### src/rtl/tpu_pkg.sv
`timescale 1ns/1ps
package tpu_pkg;
  typedef enum logic [1:0] {
    PM_HOLD    = 2'd0,
    PM_POSTINC = 2'd1,
    PM_POSTDEC = 2'd2,
    PM_PREINC  = 2'd3
  } ptr_mode_e;

  typedef enum logic {
    ST_IDLE   = 1'b0,
    ST_ACCESS = 1'b1
  } tpu_state_e;
endpackage

### src/rtl/tpu_ptr.sv
`timescale 1ns/1ps
module tpu_ptr #(
  parameter int PTR_W  = 22,
  parameter int DATA_W = 8,
  localparam int NBYTES = (PTR_W + DATA_W - 1) / DATA_W,
  localparam int WRAP_W = PTR_W - 1
) (
  input  logic              clk,
  input  logic              rst_n,
  input  logic [NBYTES-1:0] byte_we,
  input  logic [DATA_W-1:0] wdata,
  input  logic              step_en,
  input  logic              step_down,
  output logic [PTR_W-1:0]  ptr_q,
  output logic [PTR_W-1:0]  ptr_up
);
  logic [PTR_W-1:0]  ptr_nxt;
  logic [WRAP_W-1:0] wrap_inc;
  logic [WRAP_W-1:0] wrap_dec;

  assign wrap_inc = ptr_q[WRAP_W-1:0] + 1'b1;
  assign wrap_dec = ptr_q[WRAP_W-1:0] - 1'b1;
  assign ptr_up   = {ptr_q[PTR_W-1], wrap_inc};

  always_comb begin
    ptr_nxt = ptr_q;
    if (step_en) begin
      ptr_nxt[WRAP_W-1:0] = step_down ? wrap_dec : wrap_inc;
    end else begin
      for (int i = 0; i < PTR_W; i++) begin
        if (byte_we[i / DATA_W]) ptr_nxt[i] = wdata[i % DATA_W];
      end
    end
  end

  always_ff @(posedge clk or negedge rst_n) begin
    if (!rst_n) ptr_q <= '0;
    else        ptr_q <= ptr_nxt;
  end
endmodule

### src/rtl/tpu_hold.sv
`timescale 1ns/1ps
module tpu_hold #(
  parameter int HOLD_N = 8,
  parameter int DATA_W = 8,
  localparam int IDX_W = $clog2(HOLD_N)
) (
  input  logic                     clk,
  input  logic                     rst_n,
  input  logic                     wr_en,
  input  logic [IDX_W-1:0]         wr_idx,
  input  logic [DATA_W-1:0]        wr_data,
  input  logic                     refill,
  output logic [HOLD_N*DATA_W-1:0] bank
);
  for (genvar g = 0; g < HOLD_N; g++) begin : g_ent
    logic [DATA_W-1:0] ent_q;
    logic [DATA_W-1:0] ent_nxt;

    always_comb begin
      ent_nxt = ent_q;
      if (refill)                                     ent_nxt = '1;
      else if (wr_en && (wr_idx == IDX_W'(g)))        ent_nxt = wr_data;
    end

    always_ff @(posedge clk or negedge rst_n) begin
      if (!rst_n) ent_q <= '1;
      else        ent_q <= ent_nxt;
    end

    assign bank[g*DATA_W +: DATA_W] = ent_q;
  end
endmodule

### src/rtl/tpu_ctrl.sv
`timescale 1ns/1ps
module tpu_ctrl
  import tpu_pkg::*;
#(
  parameter int PTR_W  = 22,
  parameter int DATA_W = 8,
  parameter int IDX_W  = 3
) (
  input  logic              clk,
  input  logic              rst_n,
  input  logic              op_req,
  input  logic              op_is_write,
  input  logic [1:0]        op_mode,
  input  logic [PTR_W-1:0]  ptr_q,
  input  logic [PTR_W-1:0]  ptr_up,
  input  logic [DATA_W-1:0] mem_rd_data,
  input  logic              latch_we,
  input  logic [DATA_W-1:0] latch_wdata,
  output logic              idle,
  output logic [PTR_W-1:0]  acc_addr,
  output logic              mem_rd_en,
  output logic              rd_valid,
  output logic              hold_we,
  output logic [IDX_W-1:0]  hold_idx,
  output logic              step_en,
  output logic              step_down,
  output logic [DATA_W-1:0] latch
);
  tpu_state_e        state_q, state_nxt;
  ptr_mode_e         mode_q, mode_nxt, mode_in;
  logic              wr_q, wr_nxt;
  logic [PTR_W-1:0]  acc_q, acc_nxt;
  logic              valid_q, valid_nxt;
  logic [DATA_W-1:0] latch_q, latch_nxt;
  logic              accept;
  logic              in_access;

  assign mode_in   = ptr_mode_e'(op_mode);
  assign idle      = (state_q == ST_IDLE);
  assign in_access = (state_q == ST_ACCESS);
  assign accept    = op_req && idle;

  assign step_en   = (accept && mode_in == PM_PREINC) ||
                     (in_access && (mode_q == PM_POSTINC || mode_q == PM_POSTDEC));
  assign step_down = in_access && (mode_q == PM_POSTDEC);

  always_comb begin
    state_nxt = state_q;
    mode_nxt  = mode_q;
    wr_nxt    = wr_q;
    acc_nxt   = acc_q;
    latch_nxt = latch_q;
    valid_nxt = in_access && !wr_q;
    if (accept) begin
      state_nxt = ST_ACCESS;
      mode_nxt  = mode_in;
      wr_nxt    = op_is_write;
      acc_nxt   = (mode_in == PM_PREINC) ? ptr_up : ptr_q;
    end else if (in_access) begin
      state_nxt = ST_IDLE;
    end
    if (in_access && !wr_q) latch_nxt = mem_rd_data;
    else if (latch_we)      latch_nxt = latch_wdata;
  end

  always_ff @(posedge clk or negedge rst_n) begin
    if (!rst_n) begin
      state_q <= ST_IDLE;
      mode_q  <= PM_HOLD;
      wr_q    <= 1'b0;
      acc_q   <= '0;
      valid_q <= 1'b0;
      latch_q <= '0;
    end else begin
      state_q <= state_nxt;
      mode_q  <= mode_nxt;
      wr_q    <= wr_nxt;
      acc_q   <= acc_nxt;
      valid_q <= valid_nxt;
      latch_q <= latch_nxt;
    end
  end

  assign acc_addr  = acc_q;
  assign mem_rd_en = in_access && !wr_q;
  assign rd_valid  = valid_q;
  assign hold_we   = in_access && wr_q;
  assign hold_idx  = acc_q[IDX_W-1:0];
  assign latch     = latch_q;
endmodule

### src/rtl/tbl_ptr_unit.sv
`timescale 1ns/1ps
module tbl_ptr_unit #(
  parameter int PTR_W       = 22,
  parameter int DATA_W      = 8,
  parameter int HOLD_N      = 8,
  parameter int ERASE_BYTES = 64,
  localparam int HOLD_AW  = $clog2(HOLD_N),
  localparam int ERASE_AW = $clog2(ERASE_BYTES),
  localparam int NBYTES   = (PTR_W + DATA_W - 1) / DATA_W,
  localparam int SEL_W    = $clog2(NBYTES + 1)
) (
  input  logic                      clk,
  input  logic                      rst_n,
  input  logic                      reg_wr_en,
  input  logic [SEL_W-1:0]          reg_sel,
  input  logic [DATA_W-1:0]         reg_wdata,
  output logic [PTR_W-1:0]          ptr_o,
  output logic [DATA_W-1:0]         latch_o,
  input  logic                      op_req,
  input  logic                      op_is_write,
  input  logic [1:0]                op_mode,
  output logic                      busy,
  output logic                      mem_rd_en,
  output logic [PTR_W-1:0]          mem_rd_addr,
  input  logic [DATA_W-1:0]         mem_rd_data,
  output logic                      rd_valid,
  input  logic                      lwr_start,
  output logic                      lwr_issue,
  output logic [PTR_W-HOLD_AW-1:0]  lwr_block_addr,
  output logic [HOLD_N*DATA_W-1:0]  lwr_data,
  input  logic                      erase_start,
  output logic                      erase_issue,
  output logic [PTR_W-ERASE_AW-1:0] erase_block_addr
);
  logic              idle;
  logic              reg_ok;
  logic [NBYTES-1:0] byte_we;
  logic              latch_we;
  logic              step_en;
  logic              step_down;
  logic [PTR_W-1:0]  ptr_up;
  logic              hold_we;
  logic [HOLD_AW-1:0] hold_idx;

  assign reg_ok   = reg_wr_en && idle && !op_req;
  assign latch_we = reg_ok && (reg_sel == SEL_W'(NBYTES));

  for (genvar b = 0; b < NBYTES; b++) begin : g_bwe
    assign byte_we[b] = reg_ok && (reg_sel == SEL_W'(b));
  end

  tpu_ptr #(.PTR_W(PTR_W), .DATA_W(DATA_W)) u_ptr (
    .clk       (clk),
    .rst_n     (rst_n),
    .byte_we   (byte_we),
    .wdata     (reg_wdata),
    .step_en   (step_en),
    .step_down (step_down),
    .ptr_q     (ptr_o),
    .ptr_up    (ptr_up)
  );

  tpu_ctrl #(.PTR_W(PTR_W), .DATA_W(DATA_W), .IDX_W(HOLD_AW)) u_ctrl (
    .clk         (clk),
    .rst_n       (rst_n),
    .op_req      (op_req),
    .op_is_write (op_is_write),
    .op_mode     (op_mode),
    .ptr_q       (ptr_o),
    .ptr_up      (ptr_up),
    .mem_rd_data (mem_rd_data),
    .latch_we    (latch_we),
    .latch_wdata (reg_wdata),
    .idle        (idle),
    .acc_addr    (mem_rd_addr),
    .mem_rd_en   (mem_rd_en),
    .rd_valid    (rd_valid),
    .hold_we     (hold_we),
    .hold_idx    (hold_idx),
    .step_en     (step_en),
    .step_down   (step_down),
    .latch       (latch_o)
  );

  assign lwr_issue   = lwr_start && idle && !op_req;
  assign erase_issue = erase_start && idle && !op_req && !lwr_start;

  tpu_hold #(.HOLD_N(HOLD_N), .DATA_W(DATA_W)) u_hold (
    .clk     (clk),
    .rst_n   (rst_n),
    .wr_en   (hold_we),
    .wr_idx  (hold_idx),
    .wr_data (latch_o),
    .refill  (lwr_issue),
    .bank    (lwr_data)
  );

  assign busy             = !idle;
  assign lwr_block_addr   = ptr_o[PTR_W-1:HOLD_AW];
  assign erase_block_addr = ptr_o[PTR_W-1:ERASE_AW];
endmodule

### config.mk
export PLATFORM = sky130hd
export DESIGN_NAME = tbl_ptr_unit
export DESIGN_NICKNAME = d
export VERILOG_FILES = /design/src/rtl/tpu_pkg.sv /design/src/rtl/tpu_ptr.sv /design/src/rtl/tpu_hold.sv /design/src/rtl/tpu_ctrl.sv /design/src/rtl/tbl_ptr_unit.sv
export SDC_FILE = /design/constraint.sdc
export NUM_CORES = 1
export LEC_CHECK = 0
export ABC_AREA = 0
export BUFFER_PORTS_ARGS = -buffer_cell sky130_fd_sc_hd__buf_2
export CAP_MARGIN = 10
export CORE_ASPECT_RATIO = 2
export CORE_MARGIN = 5
export CORE_UTILIZATION = 33
export CTS_BUF_LIST = sky130_fd_sc_hd__clkbuf_8
export DETAILED_ROUTE_END_ITERATION = 16
export GPL_TIMING_DRIVEN = 0
export HOLD_SLACK_MARGIN = 0.1
export PLACE_DENSITY = 0.66
export SETUP_SLACK_MARGIN = 0.02
export SLEW_MARGIN = 20
export SYNTH_ARGS = -nofsm -noshare
export SYNTH_HDL_FRONTEND = slang
export SYNTH_SLANG_ARGS = --single-unit
export TNS_END_PERCENT = 5
### constraint.sdc
create_clock -name clk -period 3.2 [get_ports clk]
set_input_delay 0.8 -clock clk [delete_from_list [all_inputs] [get_ports clk]]
set_output_delay 0.8 -clock clk [all_outputs]
set_load 0.1 [all_outputs]
==> metrics.md <==
| Metric | Value |
|---|---|
| Outcome | finished clean |
| Htree depth | 4 |
| Post-synthesis xor/xnor area fraction | 2.86% |
| Area grow syn2layout | 28.0% |
| Final Hold Viols | 0 |
| Vias per cell | between 5 and 6 |
| Core box area | 0.0193 mm2 |
| Adder-Cell Fraction of Synth Area | 0.583% |
| Clock latency on the worst-skew pair | 450 ps |
| Crit path max-delay cell type | buf_2 |
| Unrepaired setup endpoints after global routing | false |
| Clk slew on worst S/H paths | 80 ps |
| Switching power | 6000 uW |
| WP depth | 5 |
| Core Util, Final | a little over two fifths |
| Pwr/cell area | 1230 mW/mm2 |
| Share of synthesized registers carrying an async set or reset | 100% |
| Final Critical Period | 3010 ps |
| Fraction of layout instances using a drive strength above 1 | 34.7% |
| Total number of vias | 6338 |
| Flops & latches, synth | between 100 and 150 |
| Worst path required time | 2400 ps |
| Tot GR Track Use | 21.0% |
| Predominant post-synthesis flop cell | dfstp_2 |
| Final setup viols | 0 |
| Cell variety after synth | 63 |
| Filler cells | 2016 |
| Max-cap check violation count | 0 |
| Startpoint Class | flop |
| Static Leakage | 0.00377 uW |
| Max Buffers Root-to-Sink | 2 |
| Switching power share of the total | 59.2% |
| GP Congestion | between 0.9 and 1 |
| Residual DRC | 0 |
| Register share of total power | 23.3% |
| CP Max Fanout | 11 |
| Post-CTS setup repair buffer count | 0 |
| Row cnt | 72 |
| Pin count of the biggest net entering global routing | slightly above 60 |
| Number of buffers created by CTS | 17 |
| Crit share post-route | 94.2% |
| Overflow after GRT | 0 |
| Post-Syn Area per Cell | between 8 and 9 um2 |
| CP max stage delay | 430 ps |
| Main combinational cell family by area after synthesis | simple AND/OR/NAND/NOR gates |
| Ports | 183 |
| WP buf/inv | 3 |
| Synthesized Nets | 785 |
| CP Launch Point | u_ctrl.in_access |
| Slew @ Worst Pin | 1050 ps |
| Drt first pass iters | 5 |
| Die height | ~210 um |
| Syn Std Cell Area | 0.00644 mm2 |
| Max-slew violations | 0 |
| Pre-CTS setup slack | 70.4 ps |
| Hold Path Class | in -> async |
| Port buffer count | 182 |
| Mux cell area share after synthesis | between 1.5 and 2% |
| Sink Count | 121 |
| Fmax | 0.332 GHz |
| Simple-gate share of the synthesized area | 28.7% |
| CP endpoint kind | primary output |
| Worst r2r path cells | 7 |
| Nets@finish | between 900 and 1000 |
| Post-synth EDFFs | 0 |
| Root buf cell | clkbuf_8 |
| Post-DRT Antenna Nets | 0 |
| Worst rel slew slack | 29.5% |
| WL final | 23.3 mm |
| Compound-gate portion of the synthesized area | 10.0% |
| Cell Int Power | 4130 uW |
| Chip Width | 109 um |
| Synth Warn # | 0 |
| Part of the power in the clock network | 17.5% |
| Clk_skew | 10.4 ps |
| Worst IR Drop VDD | roughly 0.82 mV |
| Fin worst setup slack | 187 ps |
| Critical Path AT | 2210 ps |
| Drt wl/cell | 19.0 um |
| DRT iter0 DRCs | 472 |
| Post-synthesis sequential area ratio | 48.3% |
| Initial antenna violation count | 0 |
| Crit path kind | reg -> out |
| Total design power | 10100 uW |
| Comb pwr share | 59.2% |
| Cell Chain, Critical Path | clkbuf_1 > nor2_1 > nand2_1 > inv_1 > buf_2 |
| Fin Setup TNS | 0 ps |
| First-pass GRT wire length | around 36 mm |
| FF-to-FF End | u_ptr.ptr_q[17] |
| Initial Utilization | 33.4% |
| Worst Setup EP | lwr_issue |
| Die area | 0.0226 mm2 |
| Reg-to-Reg Start | u_ctrl.in_access |
| Syn Inst Count | between 700 and 800 |
| Top Family by Delay on Critical Path | buffers and inverters |
| R2r setup slk | approximately 380 ps |
| CTS tree | yes |
| Vias in the first global route | 6495 |
| HPWL Detailed | 18.3 mm |
metrics by stage:
stage               hold slack (ps)  cell area (um2)  cells
floorplan                       450             6460    755
global placement                458             7690   1196
detailed placement              461             7730   1197
CTS                             334             8240   1229
global route                    359             8240   1228
finish                          331             8250   1229
cells by family after synthesis:
logic type / after synthesis
buffers and inverters: 101
adder cells (fa/ha/maj): 3
multiplexers: 10
flip-flops: 121
AO/OA/AOI/OAI: 99
XOR/XNOR: 21
AND/OR/NAND/NOR: 400
worst min path at each step:
stage	to	slack, ps	cells after the start
detailed placement	u_ctrl.acc_addr[21]	460	2
global route	u_ctrl.acc_addr[18]	360	1
CTS	u_ctrl.acc_addr[17]	330	1
global placement	u_ctrl.acc_addr[21]	460	2
finish	u_ctrl.acc_addr[18]	330	1
floorplan	u_ctrl.mode_q[1]	450	2
worst reg2reg max path, cell delays in order (launching register included):
cell	delay, ps
dfrtp_1	370
clkbuf_1	390
and2_1	220
clkbuf_1	450
nand3_1	420
nor4_1	440
nor3_1	100
o31ai_1	300
layout by cell type (no fill, tap or decap), types with 8 or more instances in the layout:
| master | count |
|---|---|
| or3_1 | 8 |
| xnor2_1 | 16 |
| nor3_1 | 16 |
| o21ai_0 | 39 |
| buf_4 | 35 |
| mux2i_1 | 10 |
| buf_2 | 182 |
| nand4_1 | 12 |
| a21oi_1 | 9 |
| nand2_1 | 205 |
| clkbuf_1 | 48 |
| nor2_1 | 31 |
| inv_1 | 14 |
| dfstp_2 | 64 |
| nand3_1 | 84 |
| clkbuf_8 | 19 |
| dfrtp_1 | 57 |
sequential cells by signal (all words and copies together), names as in the netlist:
| name | cells |
|---|---|
| u_ctrl.mode_q | 2 |
| u_ptr.ptr_q | 22 |
| u_ctrl.in_access | 1 |
| u_ctrl.latch | 8 |
| u_hold.g_ent.ent_q | 64 |
| u_ctrl.acc_addr | 22 |
| u_ctrl.wr_q | 1 |
| u_ctrl.rd_valid | 1 |
area by class of cell:
| class | count | area (um2) | area share [%] |
|---|---|---|---|
| flip-flops and latches | 121 | 3110 | 37.7 |
| plain buffers | 87 | 468 | 5.67 |
| clock inverters | 13 | 245 | 2.97 |
| diodes | 1 | 2.50 | 0.0303 |
| multi-input cells | 533 | 2840 | 34.5 |
| inverters | 13 | 48.8 | 0.592 |
| well taps | 259 | 324 | 3.93 |
| repair buffers | 183 | 947 | 11.5 |
| clock buffers | 19 | 262 | 3.17 |
synth_stat cells, types with 3 or more instances:
cell type,count,area (um2)
a211oi_1,3,22.5
a21boi_0,3,22.5
a21oi_1,9,45.0
a22oi_1,4,30.0
a31oi_1,5,31.3
and3_1,3,18.8
and4_1,3,26.3
buf_4,35,263
clkbuf_1,49,184
dfrtp_1,57,1430
dfstp_2,64,1680
ha_1,3,37.5
inv_1,13,48.8
mux2i_1,10,100
nand2_1,205,769
nand2b_1,4,25.0
nand3_1,84,420
nand4_1,12,75.1
nor2_1,31,116
nor3_1,16,80.1
nor3b_1,3,22.5
nor4_1,7,43.8
nor4b_1,3,26.3
o21ai_0,39,195
o22ai_1,6,37.5
o31ai_1,3,22.5
or3_1,8,50.1
or3b_2,4,35.0
or4_1,3,22.5
or4_4,3,33.8
xnor2_1,16,140
xor2_1,5,43.8
what timing repair did:
action / CTS / global route
endpoints found under the hold margin: 0 / 0
hold buffers: 0 / 0
endpoints found under the setup margin: 1 / 2
resized for setup: 1 / 1
power groups by stage:
stage / clock network [uW] / registers, uW / logic [uW]
floorplan: 0 / 5150 / 2230
global placement: 0 / 2380 / 5990
detailed placement: 0 / 2390 / 6010
CTS: 1800 / 2370 / 6020
global route: 1870 / 2420 / 6240
finish: 1770 / 2360 / 6010
per-layer routing:
metal,vias up,part of all wire [%],track usage [%]
li1,2967,-,-
met1,3034,33,20.0
met2,252,56,39.2
met3,85,5.0,3.70
met4,0,6.5,14.4
met5,-,0,0
Note: power is estimated with default switching activity, not from simulation.
